[src/rtl/sdec_pkg.sv]
package sdec_pkg;
  typedef enum logic {
    PH_LOAD = 1'b0,
    PH_DEC  = 1'b1
  } phase_t;
endpackage

[src/rtl/sdec_sync.sv]
module sdec_sync #(
  parameter int W = 8
) (
  input  logic         clk,
  input  logic         rst,
  input  logic         clr,
  input  logic [W-1:0] d,
  output logic [W-1:0] q
);
  logic [W-1:0] meta;

  always_ff @(posedge clk) begin
    if (rst || clr) begin
      meta <= '0;
      q    <= '0;
    end else begin
      meta <= d;
      q    <= meta;
    end
  end

  AST_SYNC_CLEAR: assert property (@(posedge clk) disable iff (rst)
    clr |=> (q == '0));
endmodule

[src/rtl/sdec_modcnt.sv]
module sdec_modcnt #(
  parameter int LIMIT = 300
) (
  input  logic clk,
  input  logic rst,
  input  logic clr,
  input  logic en,
  output logic last
);
  localparam int CW = (LIMIT < 2) ? 1 : $clog2(LIMIT);
  localparam logic [CW-1:0] TOP = CW'(LIMIT - 1);

  logic [CW-1:0] cnt;

  assign last = (cnt == TOP);

  always_ff @(posedge clk) begin
    if (rst || clr) begin
      cnt <= '0;
    end else if (en) begin
      cnt <= last ? '0 : cnt + 1'b1;
    end
  end

  AST_CNT_BOUND: assert property (@(posedge clk) disable iff (rst)
    cnt <= TOP);
endmodule

[src/rtl/sdec_satcnt.sv]
module sdec_satcnt #(
  parameter int W = 32
) (
  input  logic         clk,
  input  logic         rst,
  input  logic         inc,
  output logic [W-1:0] q
);
  localparam logic [W-1:0] MAXV = {W{1'b1}};

  always_ff @(posedge clk) begin
    if (rst) begin
      q <= '0;
    end else if (inc && (q != MAXV)) begin
      q <= q + 1'b1;
    end
  end

  AST_SAT_HOLD: assert property (@(posedge clk) disable iff (rst)
    (q == MAXV) |=> (q == MAXV));
  AST_SAT_STEP: assert property (@(posedge clk) disable iff (rst)
    (q != $past(q)) |-> (q == $past(q) + 1'b1));
endmodule

[src/rtl/sdec_frame_ctrl.sv]
module sdec_frame_ctrl
  import sdec_pkg::*;
#(
  parameter int N_CHK      = 8,
  parameter int TIMEOUT    = 300,
  parameter int ROT_FRAMES = 256,
  parameter int CNT_W      = 32
) (
  input  logic             clk,
  input  logic             rst,
  input  logic [N_CHK-1:0] chk_ok_i,
  input  logic             mem_full_i,
  output logic             load_o,
  output logic             noise_go_o,
  output logic             seed_rot_o,
  output logic             frame_end_o,
  output logic             frame_err_o,
  output logic [CNT_W-1:0] good_cnt_o,
  output logic [CNT_W-1:0] bad_cnt_o
);
  phase_t           phase;
  logic [N_CHK-1:0] chk_sync;
  logic             in_dec;
  logic             all_ok;
  logic             tmo_last;
  logic             rot_last;
  logic             win;
  logic             lose;
  logic             fin;

  assign in_dec = (phase == PH_DEC);
  assign all_ok = &chk_sync;
  assign win    = in_dec && all_ok;
  assign lose   = in_dec && !all_ok && tmo_last;
  assign fin    = win || lose;

  sdec_sync #(.W(N_CHK)) u_sync (
    .clk (clk),
    .rst (rst),
    .clr (!in_dec),
    .d   (chk_ok_i),
    .q   (chk_sync)
  );

  sdec_modcnt #(.LIMIT(TIMEOUT)) u_tmo (
    .clk  (clk),
    .rst  (rst),
    .clr  (!in_dec),
    .en   (in_dec),
    .last (tmo_last)
  );

  sdec_modcnt #(.LIMIT(ROT_FRAMES)) u_rot (
    .clk  (clk),
    .rst  (rst),
    .clr  (1'b0),
    .en   (fin),
    .last (rot_last)
  );

  sdec_satcnt #(.W(CNT_W)) u_good (
    .clk (clk),
    .rst (rst),
    .inc (win),
    .q   (good_cnt_o)
  );

  sdec_satcnt #(.W(CNT_W)) u_bad (
    .clk (clk),
    .rst (rst),
    .inc (lose),
    .q   (bad_cnt_o)
  );

  always_ff @(posedge clk) begin
    if (rst) begin
      phase       <= PH_LOAD;
      load_o      <= 1'b1;
      noise_go_o  <= 1'b1;
      seed_rot_o  <= 1'b0;
      frame_end_o <= 1'b0;
      frame_err_o <= 1'b0;
    end else begin
      frame_end_o <= fin;
      frame_err_o <= lose;
      noise_go_o  <= fin;
      seed_rot_o  <= fin && rot_last;
      case (phase)
        PH_LOAD: begin
          if (mem_full_i) begin
            phase  <= PH_DEC;
            load_o <= 1'b0;
          end
        end
        default: begin
          if (fin) begin
            phase  <= PH_LOAD;
            load_o <= 1'b1;
          end
        end
      endcase
    end
  end

  AST_LOAD_HOLD: assert property (@(posedge clk) disable iff (rst)
    (load_o && !mem_full_i) |=> load_o);
  AST_NOISE_ON_ENTRY: assert property (@(posedge clk) disable iff (rst)
    $rose(load_o) |-> noise_go_o);
  AST_ROT_WITH_NOISE: assert property (@(posedge clk) disable iff (rst)
    seed_rot_o |-> noise_go_o);
  AST_ERR_IS_END: assert property (@(posedge clk) disable iff (rst)
    frame_err_o |-> (frame_end_o && load_o));
  AST_GOOD_ON_WIN: assert property (@(posedge clk) disable iff (rst)
    (good_cnt_o != $past(good_cnt_o)) |-> (frame_end_o && !frame_err_o));
endmodule

[config.mk]
export PLATFORM = sky130hd
export DESIGN_NAME = sdec_frame_ctrl
export DESIGN_NICKNAME = d
export VERILOG_FILES = /design/src/rtl/sdec_pkg.sv /design/src/rtl/sdec_sync.sv /design/src/rtl/sdec_modcnt.sv /design/src/rtl/sdec_satcnt.sv /design/src/rtl/sdec_frame_ctrl.sv
export SDC_FILE = /design/constraint.sdc
export NUM_CORES = 1
export LEC_CHECK = 0
export BUFFER_PORTS_ARGS = -buffer_cell sky130_fd_sc_hd__buf_2
export CORE_ASPECT_RATIO = 1.2
export CORE_MARGIN = 3
export CORE_UTILIZATION = 35
export DETAILED_ROUTE_END_ITERATION = 12
export GPL_TIMING_DRIVEN = 0
export PLACE_DENSITY_LB_ADDON = 0.15
export RECOVER_POWER = 100
export SLEW_MARGIN = 10
export SYNTH_ARGS = -nofsm -noshare
export SYNTH_HDL_FRONTEND = slang
export SYNTH_SLANG_ARGS = --single-unit
[constraint.sdc]
create_clock -name clk -period 4 [get_ports clk]
set_clock_uncertainty 0.2 [all_clocks]
set_input_delay 0.4 -clock clk [delete_from_list [all_inputs] [get_ports clk]]
set_output_delay 0.4 -clock clk [all_outputs]
set_load 0.02 [all_outputs]
[Yosys cells after proc, flatten, opt, wreduce, memory -nomap -nowiden]
Index checks and enable logic that the tools add are counted.
Word-level totals
  output and inout port bits: 69
  word-level logic and storage cells: 42
  register bits: 103
Operators by class
  eq/ne operators: 5
  add/sub/neg operators: 4
  multiplexer cells: 8
  reductions and logical operators: 13
Operator list (count)
  32-bit by 1-bit adder with 32-bit output (second input constant): 2
  32-bit inequality test (second input constant): 2
  9-bit by 1-bit adder with 9-bit output (second input constant): 1
  9-bit equality test (second input constant): 1
  9-bit two-way mux: 1
  8-bit by 1-bit adder with 8-bit output (second input constant): 1
  8-bit equality test (second input constant): 1
  8-bit two-way mux: 1
  8-bit AND reduction: 1
  1-bit logical AND: 6
  1-bit two-way mux: 6
  1-bit zero test: 2
  1-bit logical OR: 2
  2-bit by 1-bit inequality test with 1-bit output (second input constant): 1
  2-bit AND reduction: 1
  2-bit nonzero test: 1

[Longest topological paths before layout]
  word-level depth: 7
  gate-level depth with buffers: 7

[Hierarchy]
Synthesis repeated with hierarchy kept, for this count alone.
Second synthesis, totals
  cell total of the unflattened synthesis: 549
  area total of the unflattened synthesis: 4927.2 µm²
By module, submodules not included
  sdec_satcnt: cells each 199, area each 1674.1 µm², sequential area each 640.6 µm², times used 2
  sdec_sync: cells each 36, area each 544.3 µm², sequential area each 320.3 µm², times used 1
  sdec_modcnt (u_tmo): cells each 46, area each 415.4 µm², sequential area each 180.2 µm², times used 1
  sdec_modcnt (u_rot): cells each 43, area each 374.1 µm², sequential area each 160.2 µm², times used 1
  sdec_frame_ctrl: cells each 26, area each 245.2 µm², sequential area each 120.1 µm², times used 1

[Worst setup path before layout]
No wires, ideal clock.
  path type: register -> register
  start: register u_bad.q[0]
  end: register u_bad.q[25]
  arrival time: 2.207 ns
  data required time: 3.679 ns
  buffers on the path: 0
  path slack: 1.472 ns
  cell stages (with the launch flop): 7
  cell sequence: dfxtp_1 > ha_1 > nand4_1 > or4_1 > or2_2 > nand3_1 > mux2_2
Between the ends
  cells in the longest elaborated chain, start to end: 2
  elaborated cells on any way between the ends: 3
RTL lines
  start: declaration: RTL line sdec_satcnt.sv:7  | output logic [W-1:0] q
  start signal: assignment: RTL line sdec_satcnt.sv:15  | q <= q + 1'b1;
  branches (longest 2 deep; another with 32-bit by 1-bit adder with 32-bit output)
Parallel ways; which one is timed is not known.
A chain may end at the register's enable or synchronous reset.

[Worst setup path in the final report]
  start: register u_bad.q[3]
  end: register u_bad.q[23]
The elaborated chain is that of the path after synthesis.

==> summary by stage <==
Synthesis
The synthesized instance count is 548. A synthesized cell averages 8.58 um^2. The number of nets in the synthesized netlist is 563.

Sequential cells were found to cover 43.8% of the synthesized design area. The Yosys warning count is 0. The synthesized design contains 103 register bits.

The number of synthesized flops with an enable pin is 0. Counting flops with an async set or reset pin after synthesis yields a share of 0%. For this run, the leading register cell type out of synthesis is sky130_fd_sc_hd__dfxtp_1. The synthesized netlist occupies a cell area of 4700 um^2. The synthesized netlist contains 43 unique library cells.

Place
Counting tap cells, the placed design contains a total of 791 instances. The number of input and output port buffers inserted is 79. The worst-case setup slack after placement is 1.33 ns.

The final weighted congestion in routability-driven placement is 0.800. The detailed placer's ending HPWL is 9050 um.

Clock tree
TritonCTS built the clock tree. The maximum count of clock buffers along a single path is 2. The TritonCTS sink count is 103. The level count of the clock H-tree is 3. The number of clock buffers added by TritonCTS is 9. Gates resized during post-CTS repair numbered 0.

The latest clock arrival within the worst-skew pair is 0.34 ns. The quantity of hold-fixing buffers added after cts is 0. The root buffer cell chosen for the clock tree is sky130_fd_sc_hd__clkbuf_16. The clock slew at the register clock pins of the worst setup and hold paths is 0.07 ns.

The number of setup buffers added after CTS is 0.

Finish
Leaving out filler cells and counting taps, the final layout contains 807. The fraction of final layout cells with drive strength greater than 1 is 5.91%. The net count of the finished layout is 653. 0 antenna diodes ended up in the layout. From synthesis to final layout, the design area changed by 16.4%.

GRT
The maximum number of pins on one net before global-route repair is 17. The wire length of the first global-routing pass is 20,900 um. The number of global-route vias before repair came to 4,276.

The layer carrying the most global-route usage is met2. The met2 capacity usage during global routing is 27.9%. The initial antenna violation count is 0. The all-layer global routing usage is 16.9%.

Summed over all layers, the global routing overflow is 0. The met1 track demand over resource is 21.4%. The met3 track utilization from global routing is 3.57%.

Routing
Dividing the detail-routed wire length by the instance count gives 15.6 um. In the routed design, unresolved DRC markers number 0. In this run the remaining antenna-violating nets after routing total 0. The average via count per standard cell is 5.60. Wires add up to 12,600 um. The violation count after the first detailed-routing iteration is 266. The routed via count is 4,523. Before antenna repair, the detailed router went through 5 iterations.

Power and ir drop
The share of total power in combinational logic is 2.5%. The power density of the placed cells is 363 nW/um^2. VDD sags by at most 0.204 mV. The clock network power share is 45.5%. Cell internal power was estimated by the tool at 1.57 mW. The switching part of the total is 21.3%. In this run the power spent charging and discharging nets is 0.424 mW.

Summed over all cells, the static leakage comes to 1.72 nW. The portion of total power attributed to sequential cells is 52.0%.

Timing
Adding up every negative setup slack in the final design gives 0 ns. The count of pins over their slew limit was 0. At the pin with the least slew margin, the transition time is 1.14 ns.

The ratio of final minimum period to clock period is 78.8%. The final setup violation count is 0. The time the worst path needs with I/O delays and setup is 3.15 ns. Setup repair after global routing left no endpoint under its margin.

The fmax is 317 MHz. The final hold violation count came to 0. The setup slack after layout is 0.849 ns. The worst pin sits at a relative slew slack of 23.3%.

Outcome
The run finished with clean final reports.

Floorplan
The initial standard-cell utilization of the core is 36.5%. The overall die area is 14,900 um^2. The cell row count is 45. For this design the top-level I/O count stands at 80. The width of the die is 112 um.

The core region is 12,900 um^2. Measured along the y axis, the die boundary spans 133 um.

Worst setup path
STA classifies the critical path endpoint as a flip-flop. STA classifies the critical path startpoint as a flip-flop. Together, buffers and inverters on the worst path number 0.

The most prevalent standard cell on the critical path is sky130_fd_sc_hd__nand4_1. The kind of cell with the highest combined delay along the critical path is simple AND/OR/NAND/NOR gates. The cell type of the slowest stage on the worst timing path is sky130_fd_sc_hd__nor4_1. The required time reported for the critical path endpoint is 4.07 ns. The largest driver fanout on the critical path is 7. By startpoint and endpoint, the worst setup path is classified as flip-flop to flip-flop. In this design, the stage delay of the slowest critical-path cell is 1.05 ns. The worst path arrival time is 3.22 ns. The critical path goes through nand4_1 > nor4_1 > nand4_1 > or3_1 > a21oi_1. The setup slack on the worst flop-to-flop path is 0.85 ns.

Flow run
The reported max-cap violation count is 0.

Worst hold path
The tightest min-delay check is of the primary input to flip-flop type.
-- power groups by stage --
stage,Combinational (mW),Sequential [mW],Clock [mW]
floorplan,0.0267,1.06,0
global placement,0.0505,1.06,0
detailed placement,0.0512,1.06,0
CTS,0.0514,1.03,0.932
global route,0.0567,1.03,0.965
finish,0.0494,1.03,0.905
-- Yosys cell counts, drive strengths merged, types with 2 or more instances --
cell,n,area (um^2)
a211oi,2,15.0
nor2b,4,25.0
xor2,6,52.6
clkbuf,20,76.3
nor2,35,131
nand4,29,194
o31ai,18,135
o31a,2,17.5
and4,11,96.3
buf,7,36.3
xnor2,9,78.8
nor3,6,30.0
and3,24,150
and2,6,37.5
mux2,5,71.3
inv,10,37.5
o211ai,2,15.0
dfxtp,103,2060
nor4b,2,23.8
or2,2,12.5
or3,38,238
nand3,32,160
ha,4,50.1
nor4,10,98.8
a21oi,59,295
o21a,2,15.0
mux2i,2,20.0
or4,17,128
o21ai,43,215
nand2,30,113
o2111ai,4,35.0
-- routing by layer --
| layer | share of wire [%] | wire (um) |
|---|---|---|
| met1 | 46 | 5830 |
| met2 | 47 | 5900 |
| met3 | 4.9 | 619 |
| met4 | 1.6 | 199 |
| met5 | 0 | 0 |
-- placed cells by master (no fill, tap or decap), types with 2 or more instances in the layout --
| cell type | count |
|---|---|
| sky130_fd_sc_hd__nor4_1 | 10 |
| sky130_fd_sc_hd__o21ai_0 | 43 |
| sky130_fd_sc_hd__o31a_1 | 2 |
| sky130_fd_sc_hd__a21oi_1 | 59 |
| sky130_fd_sc_hd__o211ai_1 | 2 |
| sky130_fd_sc_hd__nand2_1 | 30 |
| sky130_fd_sc_hd__and3_1 | 24 |
| sky130_fd_sc_hd__or4_1 | 17 |
| sky130_fd_sc_hd__ha_1 | 4 |
| sky130_fd_sc_hd__clkbuf_8 | 2 |
| sky130_fd_sc_hd__dfxtp_1 | 103 |
| sky130_fd_sc_hd__and4_1 | 11 |
| sky130_fd_sc_hd__mux2_4 | 4 |
| sky130_fd_sc_hd__nor2_1 | 35 |
| sky130_fd_sc_hd__clkbuf_16 | 9 |
| sky130_fd_sc_hd__nor3_1 | 6 |
| sky130_fd_sc_hd__a211oi_1 | 2 |
| sky130_fd_sc_hd__nor2b_1 | 4 |
| sky130_fd_sc_hd__or2_2 | 2 |
| sky130_fd_sc_hd__o31ai_1 | 18 |
| sky130_fd_sc_hd__and2_1 | 5 |
| sky130_fd_sc_hd__buf_2 | 12 |
| sky130_fd_sc_hd__o21a_1 | 2 |
| sky130_fd_sc_hd__or3_1 | 38 |
| sky130_fd_sc_hd__nand4_1 | 28 |
| sky130_fd_sc_hd__mux2i_1 | 2 |
| sky130_fd_sc_hd__nand3_1 | 32 |
| sky130_fd_sc_hd__xor2_1 | 6 |
| sky130_fd_sc_hd__o2111ai_1 | 4 |
| sky130_fd_sc_hd__inv_1 | 10 |
| sky130_fd_sc_hd__clkbuf_1 | 94 |
| sky130_fd_sc_hd__xnor2_1 | 9 |
-- area by class of cell --
| type | instances | area [um^2] |
|---|---|---|
| Inverter | 10 | 37.5 |
| Timing Repair Buffer | 79 | 309 |
| Sequential cell | 103 | 2060 |
| Clock buffer | 12 | 256 |
| Multi-Input combinational cell | 408 | 2450 |
| Tap cell | 164 | 205 |
| Fill cell | 1350 | 7420 |
| Clock inverter | 4 | 52.6 |
| Buffer | 27 | 105 |
-- logic make-up (layout without fill, tap and decap cells) --
group,count (synthesis),after routing,synth area share (%)
mux,7,7,1.94
simple gates,249,249,31.2
flops,103,103,43.8
compound gates,133,133,16.0
xor+xnor,15,15,2.79
fa+ha+maj,4,4,1.06
buf+inv,37,132,3.19
-- path summary, 6_finish.rpt --
path / startpoint / to / depth (start not counted)
min reg2reg: u_sync.meta[2] / u_sync.q[2] / 1
max reg2reg: u_bad.q[3] / u_bad.q[23] / 5
min: chk_ok_i[7] / u_sync.meta[7] / 2
max: u_bad.q[3] / u_bad.q[23] / 5
-- metrics by stage --
stage / util, % / power [mW] / hold WS, ns / instance area, um^2
2_1_floorplan: - / 1.09 / 0.242 / 4700
3_3_place_gp: 41.1 / 1.11 / 0.253 / 5300
3_5_place_dp: 41.1 / 1.11 / 0.252 / 5300
4_1_cts: 43.5 / 2.02 / 0.0784 / 5610
5_1_grt: 42.5 / 2.06 / 0.0863 / 5480
6_report: 42.5 / 1.99 / 0.0917 / 5480
-- flip-flops by register name, indices dropped and copies added (netlist names), 8 cells and up --
register	count
u_good.q	32
u_tmo.cnt	9
u_sync.meta	8
u_sync.q	8
u_rot.cnt	8
u_bad.q	32
(Power assumes the default switching activity.)
